==> src/rtl/i2c_tgt_pkg.sv <==
package i2c_tgt_pkg;
  localparam int BYTE_W = 8;
  localparam int CNT_W  = $clog2(BYTE_W + 1);

  typedef enum logic [2:0] {
    ST_IDLE,
    ST_RX,
    ST_RX_ACK,
    ST_TX,
    ST_TX_ACK,
    ST_TX_NEXT,
    ST_WAIT
  } st_e;

  typedef enum logic [1:0] {
    BK_ADDR,
    BK_PTR,
    BK_DATA
  } byte_kind_e;
endpackage

==> src/rtl/i2c_tgt_sync.sv <==
module i2c_tgt_sync #(
  parameter int STAGES = 2
) (
  input  logic clk_i,
  input  logic rst_ni,
  input  logic scl_i,
  input  logic sda_i,
  output logic scl_o,
  output logic sda_o,
  output logic scl_rise_o,
  output logic scl_fall_o,
  output logic start_o,
  output logic stop_o
);
  logic [STAGES-1:0] scl_pipe, sda_pipe;
  logic scl_q, sda_q;

  // idle bus is high, so reset the chain to ones
  always_ff @(posedge clk_i or negedge rst_ni) begin
    if (!rst_ni) begin
      scl_pipe <= '1;
      sda_pipe <= '1;
      scl_q    <= 1'b1;
      sda_q    <= 1'b1;
    end else begin
      scl_pipe[0] <= scl_i;
      sda_pipe[0] <= sda_i;
      for (int i = 1; i < STAGES; i++) begin
        scl_pipe[i] <= scl_pipe[i-1];
        sda_pipe[i] <= sda_pipe[i-1];
      end
      scl_q <= scl_pipe[STAGES-1];
      sda_q <= sda_pipe[STAGES-1];
    end
  end

  assign scl_o      = scl_pipe[STAGES-1];
  assign sda_o      = sda_pipe[STAGES-1];
  assign scl_rise_o = scl_o & ~scl_q;
  assign scl_fall_o = ~scl_o & scl_q;
  assign start_o    = scl_o & scl_q & sda_q & ~sda_o;
  assign stop_o     = scl_o & scl_q & ~sda_q & sda_o;
endmodule

==> src/rtl/i2c_tgt_ptr.sv <==
module i2c_tgt_ptr #(
  parameter int AW = 4
) (
  input  logic          clk_i,
  input  logic          rst_ni,
  input  logic          load_i,
  input  logic [AW-1:0] load_val_i,
  input  logic          inc_i,
  output logic [AW-1:0] ptr_o
);
  always_ff @(posedge clk_i or negedge rst_ni) begin
    if (!rst_ni)     ptr_o <= '0;
    else if (load_i) ptr_o <= load_val_i;
    else if (inc_i)  ptr_o <= ptr_o + 1'b1;
  end

  AST_PTR_WRAP: assert property (@(posedge clk_i) disable iff (!rst_ni)
    (inc_i && !load_i && ptr_o == '1) |=> (ptr_o == '0));

  AST_PTR_ONLY_ON_CMD: assert property (@(posedge clk_i) disable iff (!rst_ni)
    (!load_i && !inc_i) |=> $stable(ptr_o));
endmodule

==> src/rtl/i2c_tgt_fsm.sv <==
module i2c_tgt_fsm
  import i2c_tgt_pkg::*;
#(
  parameter logic [6:0] DEV_ADDR = 7'h68,
  parameter int         AW       = 4
) (
  input  logic              clk_i,
  input  logic              rst_ni,
  input  logic              scl_s_i,
  input  logic              sda_s_i,
  input  logic              scl_rise_i,
  input  logic              scl_fall_i,
  input  logic              start_i,
  input  logic              stop_i,
  input  logic [BYTE_W-1:0] rdata_i,
  output logic              sda_oe_o,
  output logic              ptr_load_o,
  output logic [AW-1:0]     ptr_val_o,
  output logic              ptr_inc_o,
  output logic              we_o,
  output logic [BYTE_W-1:0] wdata_o
);
  localparam logic [CNT_W-1:0] LastBit = CNT_W'(BYTE_W);

  st_e               state;
  byte_kind_e        kind;
  logic [CNT_W-1:0]  bit_cnt;
  logic [BYTE_W-1:0] shreg;
  logic              rw;

  always_ff @(posedge clk_i or negedge rst_ni) begin
    if (!rst_ni) begin
      state      <= ST_IDLE;
      kind       <= BK_ADDR;
      bit_cnt    <= '0;
      shreg      <= '0;
      rw         <= 1'b0;
      sda_oe_o   <= 1'b0;
      ptr_load_o <= 1'b0;
      ptr_inc_o  <= 1'b0;
      we_o       <= 1'b0;
    end else begin
      ptr_load_o <= 1'b0;
      ptr_inc_o  <= 1'b0;
      we_o       <= 1'b0;
      if (stop_i) begin
        state    <= ST_IDLE;
        sda_oe_o <= 1'b0;
      end else if (start_i) begin
        state    <= ST_RX;
        kind     <= BK_ADDR;
        bit_cnt  <= '0;
        sda_oe_o <= 1'b0;
      end else begin
        unique case (state)
          ST_RX: begin
            if (scl_rise_i) begin
              shreg   <= {shreg[BYTE_W-2:0], sda_s_i};
              bit_cnt <= bit_cnt + 1'b1;
            end else if (scl_fall_i && bit_cnt == LastBit) begin
              unique case (kind)
                BK_ADDR: begin
                  if (shreg[BYTE_W-1:1] == DEV_ADDR) begin
                    rw       <= shreg[0];
                    sda_oe_o <= 1'b1;
                    state    <= ST_RX_ACK;
                  end else begin
                    state <= ST_WAIT;
                  end
                end
                BK_PTR: begin
                  ptr_load_o <= 1'b1;
                  sda_oe_o   <= 1'b1;
                  state      <= ST_RX_ACK;
                end
                default: begin
                  we_o     <= 1'b1;
                  sda_oe_o <= 1'b1;
                  state    <= ST_RX_ACK;
                end
              endcase
            end
          end
          ST_RX_ACK: begin
            if (scl_fall_i) begin
              bit_cnt <= '0;
              if (kind == BK_ADDR && rw) begin
                shreg    <= rdata_i;
                sda_oe_o <= ~rdata_i[BYTE_W-1];
                state    <= ST_TX;
              end else begin
                sda_oe_o <= 1'b0;
                state    <= ST_RX;
                if (kind == BK_DATA) ptr_inc_o <= 1'b1;
                kind <= (kind == BK_ADDR) ? BK_PTR : BK_DATA;
              end
            end
          end
          ST_TX: begin
            if (scl_rise_i) begin
              bit_cnt <= bit_cnt + 1'b1;
            end else if (scl_fall_i) begin
              if (bit_cnt == LastBit) begin
                sda_oe_o  <= 1'b0;
                ptr_inc_o <= 1'b1;
                state     <= ST_TX_ACK;
              end else begin
                shreg    <= {shreg[BYTE_W-2:0], 1'b0};
                sda_oe_o <= ~shreg[BYTE_W-2];
              end
            end
          end
          ST_TX_ACK: begin
            // master NACK (SDA high) ends the read
            if (scl_rise_i) state <= sda_s_i ? ST_WAIT : ST_TX_NEXT;
          end
          ST_TX_NEXT: begin
            if (scl_fall_i) begin
              shreg    <= rdata_i;
              sda_oe_o <= ~rdata_i[BYTE_W-1];
              bit_cnt  <= '0;
              state    <= ST_TX;
            end
          end
          default: ;
        endcase
      end
    end
  end

  assign ptr_val_o = shreg[AW-1:0];
  assign wdata_o   = shreg;

  AST_WAIT_RELEASED: assert property (@(posedge clk_i) disable iff (!rst_ni)
    (state == ST_WAIT) |-> !sda_oe_o);

  AST_IDLE_RELEASED: assert property (@(posedge clk_i) disable iff (!rst_ni)
    (state == ST_IDLE) |-> !sda_oe_o);

  AST_ACK_DRIVEN: assert property (@(posedge clk_i) disable iff (!rst_ni)
    (state == ST_RX_ACK) |-> sda_oe_o);

  AST_WE_PULSE: assert property (@(posedge clk_i) disable iff (!rst_ni)
    we_o |=> !we_o);

  AST_TX_ONLY_READ: assert property (@(posedge clk_i) disable iff (!rst_ni)
    (state == ST_TX) |-> rw);

  AST_START_NEW_ADDR: assert property (@(posedge clk_i) disable iff (!rst_ni)
    (start_i && !stop_i) |=> (state == ST_RX && kind == BK_ADDR && bit_cnt == '0));

  AST_DRIVE_SCL_LOW: assert property (@(posedge clk_i) disable iff (!rst_ni)
    (sda_oe_o != $past(sda_oe_o) && !$past(start_i || stop_i)) |-> !$past(scl_s_i));
endmodule

==> src/rtl/i2c_reg_target.sv <==
module i2c_reg_target
  import i2c_tgt_pkg::*;
#(
  parameter logic [6:0] DEV_ADDR    = 7'h68,
  parameter int         AW          = 4,
  parameter int         SYNC_STAGES = 2
) (
  input  logic              clk_i,
  input  logic              rst_ni,
  input  logic              scl_i,
  input  logic              sda_i,
  output logic              sda_oe_o,
  output logic [AW-1:0]     reg_addr_o,
  output logic [BYTE_W-1:0] reg_wdata_o,
  output logic              reg_we_o,
  input  logic [BYTE_W-1:0] reg_rdata_i
);
  logic scl_s, sda_s, scl_rise, scl_fall, start_c, stop_c;
  logic ptr_load, ptr_inc;
  logic [AW-1:0] ptr_val;

  i2c_tgt_sync #(.STAGES(SYNC_STAGES)) u_sync (
    .clk_i      (clk_i),
    .rst_ni     (rst_ni),
    .scl_i      (scl_i),
    .sda_i      (sda_i),
    .scl_o      (scl_s),
    .sda_o      (sda_s),
    .scl_rise_o (scl_rise),
    .scl_fall_o (scl_fall),
    .start_o    (start_c),
    .stop_o     (stop_c)
  );

  i2c_tgt_fsm #(.DEV_ADDR(DEV_ADDR), .AW(AW)) u_fsm (
    .clk_i      (clk_i),
    .rst_ni     (rst_ni),
    .scl_s_i    (scl_s),
    .sda_s_i    (sda_s),
    .scl_rise_i (scl_rise),
    .scl_fall_i (scl_fall),
    .start_i    (start_c),
    .stop_i     (stop_c),
    .rdata_i    (reg_rdata_i),
    .sda_oe_o   (sda_oe_o),
    .ptr_load_o (ptr_load),
    .ptr_val_o  (ptr_val),
    .ptr_inc_o  (ptr_inc),
    .we_o       (reg_we_o),
    .wdata_o    (reg_wdata_o)
  );

  i2c_tgt_ptr #(.AW(AW)) u_ptr (
    .clk_i      (clk_i),
    .rst_ni     (rst_ni),
    .load_i     (ptr_load),
    .load_val_i (ptr_val),
    .inc_i      (ptr_inc),
    .ptr_o      (reg_addr_o)
  );

  AST_WE_ADDR_STABLE: assert property (@(posedge clk_i) disable iff (!rst_ni)
    reg_we_o |-> $stable(reg_addr_o));
endmodule

==> config.mk <==
export PLATFORM = sky130hd
export DESIGN_NAME = i2c_reg_target
export DESIGN_NICKNAME = d
export VERILOG_FILES = /design/src/rtl/i2c_tgt_pkg.sv /design/src/rtl/i2c_tgt_sync.sv /design/src/rtl/i2c_tgt_ptr.sv /design/src/rtl/i2c_tgt_fsm.sv /design/src/rtl/i2c_reg_target.sv
export SDC_FILE = /design/constraint.sdc
export NUM_CORES = 1
export LEC_CHECK = 0
export BUFFER_PORTS_ARGS = -buffer_cell sky130_fd_sc_hd__buf_2
export CELL_PAD_IN_SITES_DETAIL_PLACEMENT = 1
export CELL_PAD_IN_SITES_GLOBAL_PLACEMENT = 1
export CORE_ASPECT_RATIO = 0.5
export CORE_MARGIN = 3
export CORE_UTILIZATION = 35
export DETAILED_ROUTE_END_ITERATION = 10
export PLACE_DENSITY = 0.69
export SYNTH_ARGS = -nofsm -noshare
export SYNTH_HDL_FRONTEND = slang
export SYNTH_HIERARCHICAL = 1
export SYNTH_SLANG_ARGS = --single-unit
==> constraint.sdc <==
create_clock -name clk_i -period 2.6 [get_ports clk_i]
set_input_delay 0.13 -clock clk_i [delete_from_list [all_inputs] [get_ports clk_i]]
set_output_delay 0.13 -clock clk_i [all_outputs]
set_load 0.01 [all_outputs]
==> results.cfg, run 1 <==
[pwr]
combPwrFrac_pct = 43.6
vdd_drop_max_uv = 286
clkPwrFrac_pct = 17.8
power_leakage_nw = 0.964
p_switching_mw = 0.935
switching_share_pct = 43.6
seqPwrFrac_pct = 38.6
p_int_mw = 1.21
powerDensity_mw_per_mm2 = 967

[timing]
postLayoutSetupSlackWorst_ps = 236
worst_pin_slew_ps = 824
tns_ps = 0
slew_headroom_pct = 44.4
fmax_mhz = 423
rsz0062_at_grt = no
finalSetupViolations = 0
finalClockSkew_ps = 9.72
finalCritPeriodShare_pct = 90.9
final_hold_viol_count = 0
min_period_ps = 2360
slew_viol_final = 0

[clock_network]
ctsRootBufferMaster = clkbuf_8
cts_made_buffers = 5
clk_transition_reported_paths_ps = 70
cts_tree = built
cts_sinks = 32
htreeDepth = 2
cts_buffer_depth = 2
clkLatencyLatePin_ps = 290
cts_resized = 0

[worst_setup_path]
path_cells = inv_1, ha_1, nand3b_1, nor3b_1, nand4_1, nor2_1, mux2_2
critPathRequiredTime_ps = 2780
cp-end-kind = register
critPathMaxStageDelay_ps = 550
startpoint = u_fsm/bit_cnt[0]
critPathMaxFanout = 4
startpoint_type = register
cp_slowest_cell = nor3b_1
crit_type = reg2reg
cp.arrival_ps = 2540
r2r-start = u_fsm/bit_cnt[0]

[die]
core_sq_mm = 0.00516
initial_utilization_pct = 38.0
rows = 18
fp.dieH_microns = 58.9
boundaryPins = 26
die-area_sq_mm = 0.00659
die_x_microns = 112

[synth]
yosys.cell_types.count = 57
synth_top_area_share_pct = 33.2
synth_cells = 200
ys_warn_count = 6
synth_edf_count = 0
synth.cell_area_sq_mm = 0.00196
synthArstFlopShare_pct = 100
synth_flop_cell = dfrtp_1
yosys-top-cells-area = dfrtp_1, dfstp_2, nor2_1
synthTopCellsByCount = dfrtp_1, nor2_1, a21oi_1, o21ai_0, nand3_1
synth.most_common_cell = dfrtp_1
ys_seq_area_share_pct = 41.3
avgSynthCellArea_sq_um = 9.80
ys_ff_latch = 32
synth_largest_area_cell = dfrtp_1
syn_nets = 217

[drt]
wl_per_cell_microns = 16.5
final_antenna_net_count = 0
drtIter0Drc = 93
dr.pass1.iters = 4
viasPerCell = 5.38
drt_wl_total_mm = 4.88
drc = 0
routed-via-count = 1593

[global_routing]
antenna_found_initial = 0
grt_pass1_vias = 1642
grt_pass1_wl_mm = 8.36
gr-usage-all-layers_pct = 16.1
grt_max_degree = 33
grt_overflow = 0

[place]
gp_congestion = 0.877
hpwl_mm = 3.60
numPortBuffers = 25
dp_slack_ps = 288
placed_area_sq_mm = 0.00210

[final_layout]
final_core_util_pct = 43.0
fin_area_sq_mm = 0.00222
num_antenna_cells = 0
layout-drive-gt1-share_pct = 25.7
syn_to_final_growth_pct = 13.2
nets = 242

[run_status]
status = finished, final reports clean

[worst_hold_path]
holdCritPathClass = in2reg
min_from = reg_rdata_i[6]

[run]
cap_violations = 0
==> layout make-up <==
type,count,area (sq um)
clock buffer,5,68.8
fill,618,2940
multi-input combinational,147,1020
clock inverter,3,18.8
tap,70,87.6
sequential,32,808
timing repair buffer,32,185
inverter,7,26.3
==> layout by cell type (no fill, tap or decap), drive strengths merged, types with 3 or more instances in the layout <==
cell,n
a21oi,15
and4b,3
buf,29
clkbuf,5
clkinv,3
dfrtp,26
dfstp,6
dlygate4sd3,3
ha,5
inv,7
mux2,3
mux2i,8
nand2,10
nand2b,4
nand3,11
nand3b,3
nand4,3
nor2,23
nor2b,5
nor3b,3
o21ai,13
o2bb2ai,3
==> sequential cells by signal, indices dropped and copies added, names as in the netlist, 2 cells and up <==
name	count
u_sync/sda_pipe	2
u_fsm/state	3
u_fsm/bit_cnt	4
u_ptr/ptr_o	4
u_fsm/wdata_o	8
u_sync/scl_pipe	2
u_fsm/kind	2
==> critical path: cells and delay by family, from the launching register on <==
kind	cells	cell delay [ps]
buf+inv	1	110
flops	1	400
fa+ha+maj	1	160
simple gates	4	1240
mux	1	340
==> per-layer routing <==
metal  vias up  global-route usage, %  routed length, microns
met3         7                   3.70                     178
met4         0                   5.89                      65
li1        777                      -                       -
met1       776                   21.9                    2450
met2        33                   25.6                    2190
met5         -                      0                       0
==> through the flow <==
step / total power [mW] / hold WS, ps / std cells
2_1_floorplan: 1.56 / -166 / 200
3_3_place_gp: 1.72 / 229 / 285
3_5_place_dp: 1.77 / 226 / 285
4_1_cts: 2.16 / 136 / 296
5_1_grt: 2.33 / 150 / 296
6_report: 2.14 / 144 / 296
==> path summary, 6_finish.rpt <==
check	endpoint	slack [ps]	cells after the start
max in group asynchronous	u_fsm/state[2]	1700	2
setup / recovery	u_fsm/rw	240	7
hold reg to reg	u_sync/sda_pipe[1]	360	0
setup reg to reg	u_fsm/rw	240	7
min in group asynchronous	u_ptr/ptr_o[1]	430	2
hold / removal	u_fsm/wdata_o[6]	140	3
==> kinds of logic after synthesis <==
| kind of cell | after synthesis | synth area share, % |
|---|---|---|
| muxes | 11 | 5.81 |
| and+or+nand+nor | 76 | 22.9 |
| xor gates and xnor gates | 3 | 1.34 |
| DFF | 32 | 41.3 |
| adders and majority gates | 5 | 3.19 |
| buffers and inverters | 21 | 6.58 |
| AOI/OAI and AO/OA | 52 | 19.0 |
==> repair_timing <==
action                                 4_1_cts  5_1_grt
hold buffers                                 3        0
setup buffers                                0        0
endpoints found under the hold margin       28        0
==> power groups by stage <==
stage                     combinational, mW  clock (mW)  sequential (mW)
final                                 0.935       0.382            0.827
after CTS                             0.937       0.397            0.828
after detailed placement              0.931           0            0.835
after global routing                   1.05       0.421            0.860
after floorplan                       0.834           0            0.729
after global placement                0.896           0            0.829
(Power assumes the default switching activity.)
==> run 2, diff against run 1 <==
- CTS_BUF_LIST: unset -> sky130_fd_sc_hd__clkbuf_16
- CTS_CLUSTER_DIAMETER: unset -> 100
==> run 2 against run 1 <==
Effect of this change:
- register-to-register slack better by 50 ps
- design area rose by 2.5%
- worst hold slack improved by 9.5 ps
- largest power group unchanged
- highest routed layer unchanged
==> results.cfg, run 2 (same netlist as run 1, synthesis figures left out) <==
[pwr]
power_leakage_nw = 0.989
vdd_drop_max_uv = 382
powerDensity_mw_per_mm2 = 1020
p_total_mw = 2.33

[drt]
final_antenna_net_count = 0
routed.top_layer = met4
wl_met3_microns = 150
drc = 0
drtIter0Drc = 84
drt_wl_total_mm = 4.87
dr.pass1.iters = 4
wl_per_cell_microns = 16.4
wl_met2_mm = 2.20
wl_met1_mm = 2.48
viasPerCell = 5.32
routed-via-count = 1575

[clock_network]
clk_transition_reported_paths_ps = 50
htreeDepth = 2
cts_made_buffers = 5
ctsRootBufferMaster = clkbuf_16
cts_sinks = 32
cts_resized = 0
clkLatencyLatePin_ps = 280
cts_tree = built
cts_buffer_depth = 2

[die]
die-area_sq_mm = 0.00659
fp.dieH_microns = 58.9
die_x_microns = 112
initial_utilization_pct = 38.0
core_sq_mm = 0.00516
rows = 18
boundaryPins = 26

[worst_setup_path]
crit_type = reg2reg
cp_slowest_cell = nor3b_1
critPathRequiredTime_ps = 2760
critPathMaxFanout = 4
cp-end-kind = register
path_buf_inv = 1
cp_top_family = simple AND/OR/NAND/NOR gates
cp.arrival_ps = 2470
critPathMaxStageDelay_ps = 510
startpoint_type = register
path_cells = inv_1, ha_1, nand3b_1, nor3b_1, nand4_1, nor2_1, mux2_2

[worst_hold_path]
holdCritPathClass = in2reg

[global_routing]
grt_pass1_wl_mm = 8.38
gr-usage-all-layers_pct = 16.0
antenna_found_initial = 0
grt_overflow = 0
grt_pass1_vias = 1645
grt_max_degree = 33

[timing]
slew_headroom_pct = 43.8
worst_pin_slew_ps = 832
fin_hold_ws_ps = 154
finalClockSkew_ps = 6.55
tns_ps = 0
rsz0062_at_grt = no
finalCritPeriodShare_pct = 88.9
finalSetupViolations = 0
final_hold_viol_count = 0
fmax_mhz = 433
min_period_ps = 2310
slew_viol_final = 0

[place]
hpwl_mm = 3.60
numPortBuffers = 25
placed_area_sq_mm = 0.00210
placed_cells = 285
gp_congestion = 0.877

[final_layout]
layout-drive-gt1-share_pct = 25.7
layout_common_cells = dfrtp_1, buf_2, nor2_1
final_common_cell = dfrtp_1
fin_area_sq_mm = 0.00227
fin_cells = 296
multi_input_area_sq_mm = 0.00102
nets = 242
num_antenna_cells = 0
syn_to_final_growth_pct = 16.0
regArea_sq_um = 808
largest_reg_flops = 8
nFillCells = 614

[run]
cap_violations = 0

[run_status]
status = finished, final reports clean
==> run 2: cell types whose count changed in the layout (fill, tap and decap cells not counted) <==
cell	previous run	this run
clkbuf_8	5	0
clkbuf_16	0	5
==> run 2: cell type report <==
type	count	share of cell area, %
Sequential cell	32	35.6
Clock buffer	5	5.50
Multi-Input combinational cell	147	45.0
Clock inverter	3	0.826
Timing Repair Buffer	32	8.15
Tap cell	70	3.85
Inverter	7	1.16
==> run 2: power by group <==
group          internal (mW)  switching, mW
sequential             0.612          0.215
combinational          0.411          0.525
clock                  0.352          0.214
==> run 2: path summary, 6_finish.rpt <==
path / startpoint / endpoint / slack, ps / depth (start not counted)
worst max-delay path: u_fsm/bit_cnt[0] / u_fsm/rw / 290 / 7
worst min-delay path: reg_rdata_i[6] / u_fsm/wdata_o[6] / 150 / 3
worst max register to register: u_fsm/bit_cnt[0] / u_fsm/rw / 290 / 7
worst min register to register: u_sync/sda_pipe[0] / u_sync/sda_pipe[1] / 350 / 0
max in group asynchronous: rst_ni / u_fsm/state[2] / 1690 / 2
min in group asynchronous: rst_ni / u_fsm/wdata_o[3] / 450 / 2
==> run 2: what timing repair did <==
item | CTS | global route
hold buffers | 3 | 0
setup buffers | 0 | 0
endpoints found under the hold margin | 28 | 0
==> run 2: per-layer routing <==
layer | vias up | GRT usage [%]
li1 | 774 | -
met1 | 767 | 21.8
met2 | 29 | 26.2
met3 | 5 | 3.29
met4 | 0 | 4.51
met5 | - | 0
==> run 2: worst reg2reg max path: stages (launching register included) <==
cell and delay, ps:
dfrtp_1 390, inv_1 100, ha_1 160, nand3b_1 240, nor3b_1 510, nand4_1 270
nor2_1 180, mux2_2 340
==> run 2: through the flow <==
step / utilization (%) / setup slack, ps
global route: 44.1 / 79.4
finish: 44.1 / 290
detailed placement: 40.7 / 288
global placement: 40.7 / 405
floorplan: - / 717
CTS: 44.1 / 273
==> run 3, diff against run 2 <==
- CELL_PAD_IN_SITES_DETAIL_PLACEMENT: 1 -> 0
- CTS_CLUSTER_DIAMETER: 100 -> unset
==> run 3 against run 2 <==
Effect of this change:
- wire length fell by 7.3%
- largest power group unchanged
- global-route usage down 1.1 points
- cell count unchanged
- non-clock buffer count unchanged
- worst hold slack lost 2.2 ps
- worst setup slack improved by 1.3 ps
- sequential cell count unchanged
==> results.cfg, run 3 (same netlist as run 1, synthesis figures left out) <==
[final_layout]
syn_to_final_growth_pct = 17.2
layout-drive-gt1-share_pct = 25.7
largest_reg_flops = 8
nFillCells = 514
nets = 242
num_antenna_cells = 0
layout_common_cells = dfrtp_1, buf_2, nor2_1
final_common_cell = dfrtp_1

[drt]
drt_wl_total_mm = 4.51
dr.pass1.iters = 4
routed-via-count = 1576
final_antenna_net_count = 0
drtIter0Drc = 124
wl_per_cell_microns = 15.2
drc = 0
viasPerCell = 5.32

[global_routing]
grt_max_degree = 33
grt_overflow = 0
grt_pass1_vias = 1509
gr-usage-all-layers_pct = 14.9
grt_pass1_wl_mm = 7.85
antenna_found_initial = 0

[worst_setup_path]
crit_type = reg2reg
path_cells = inv_1, ha_1, nand3b_1, nor3b_1, nand4_1, nor2_1, mux2_2
cp_slowest_cell = nor3b_1
cp_top_family = simple AND/OR/NAND/NOR gates
path_buf_inv = 1
startpoint_type = register
critPathRequiredTime_ps = 2760
cp.arrival_ps = 2470
critPathMaxStageDelay_ps = 530
critPathMaxFanout = 4
cp-end-kind = register

[timing]
final_hold_viol_count = 0
finalClockSkew_ps = 3.80
rsz0062_at_grt = no
fmax_mhz = 433
postLayoutSetupSlackWorst_ps = 291
finalSetupViolations = 0
slew_viol_final = 0
worst_pin_slew_ps = 771
finalCritPeriodShare_pct = 88.8
tns_ps = 0
fin_hold_ws_ps = 152
min_period_ps = 2310
slew_headroom_pct = 47.9

[pwr]
power_leakage_nw = 0.996
p_total_mw = 2.41
powerDensity_mw_per_mm2 = 1050
vdd_drop_max_uv = 347

[place]
hpwl_mm = 3.26
dp_slack_ps = 337
numPortBuffers = 25
gp_congestion = 0.877

[run_status]
status = finished, final reports clean

[die]
rows = 18
fp.dieH_microns = 58.9
initial_utilization_pct = 38.0
die_x_microns = 112
core_sq_mm = 0.00516
die-area_sq_mm = 0.00659
boundaryPins = 26

[clock_network]
cts_buffer_depth = 2
cts_tree = built
ctsRootBufferMaster = clkbuf_16
cts_made_buffers = 5
clk_transition_reported_paths_ps = 50
htreeDepth = 2
cts_resized = 0
clkLatencyLatePin_ps = 270
cts_sinks = 32

[run]
cap_violations = 0

[worst_hold_path]
holdCritPathClass = in2reg
[run 3: cell types whose count changed in the layout (fill, tap and decap cells not counted)]
| cell | previous run | this run |
|---|---|---|
| bufinv_16 | 0 | 1 |
| clkinv_2 | 2 | 1 |
| clkinv_4 | 1 | 0 |
| clkinvlp_4 | 0 | 1 |
[run 3: stage by stage]
step | cell area [sq um] | cells | util (%)
6_report | 2300 | 296 | 44.5
5_1_grt | 2300 | 296 | 44.5
4_1_cts | 2300 | 296 | 44.5
3_5_place_dp | 2100 | 285 | 40.7
3_3_place_gp | 2100 | 285 | 40.7
2_1_floorplan | 1960 | 200 | -
[run 3: final timing paths]
check | startpoint | to | slack [ps] | cells past startpoint
min in group asynchronous | rst_ni | u_fsm/wdata_o[3] | 450 | 2
hold / removal | reg_rdata_i[4] | u_fsm/wdata_o[4] | 150 | 3
setup / recovery | u_fsm/bit_cnt[0] | u_fsm/rw | 290 | 7
max in group asynchronous | rst_ni | u_fsm/kind[0] | 1680 | 2
setup reg to reg | u_fsm/bit_cnt[0] | u_fsm/rw | 290 | 7
hold reg to reg | u_sync/sda_pipe[0] | u_sync/sda_pipe[1] | 350 | 0
[run 3: tightest hold or removal path: cells and delay by family]
kind            cells  cell delay (ps)
compound gates      1              130
buf+inv             1               80
mux                 1               50
[run 3: routing by layer]
metal  up-vias  wire length, microns  GRT usage (%)
li1        777                     -              -
met1       762                  2360           22.6
met2        33                  1900           21.4
met3         4                   226           3.70
met4         0                    30           3.29
met5         -                     0              0
[run 3: repair_timing]
action,in CTS,in global routing
hold endpoints to repair,28,0
buffers inserted,0,0
hold buffers,3,0
endpoints found under the setup margin,0,0
[run 3: area by class of cell]
| class | count | area (sq um) | area share [%] |
|---|---|---|---|
| Timing Repair Buffer | 32 | 185 | 8.06 |
| Sequential cell | 32 | 808 | 35.2 |
| Inverter | 7 | 26.3 | 1.14 |
| Tap cell | 70 | 87.6 | 3.81 |
| Multi-Input combinational cell | 147 | 1020 | 44.5 |
| Clock inverter | 3 | 42.5 | 1.85 |
| Clock buffer | 5 | 125 | 5.45 |
[run 3: where the power goes]
part / total (mW) / switching [mW] / internal, mW
logic: 0.923 / 0.513 / 0.411
clock network: 0.664 / 0.215 / 0.449
registers: 0.827 / 0.215 / 0.612
total: 2.41 / 0.942 / 1.47
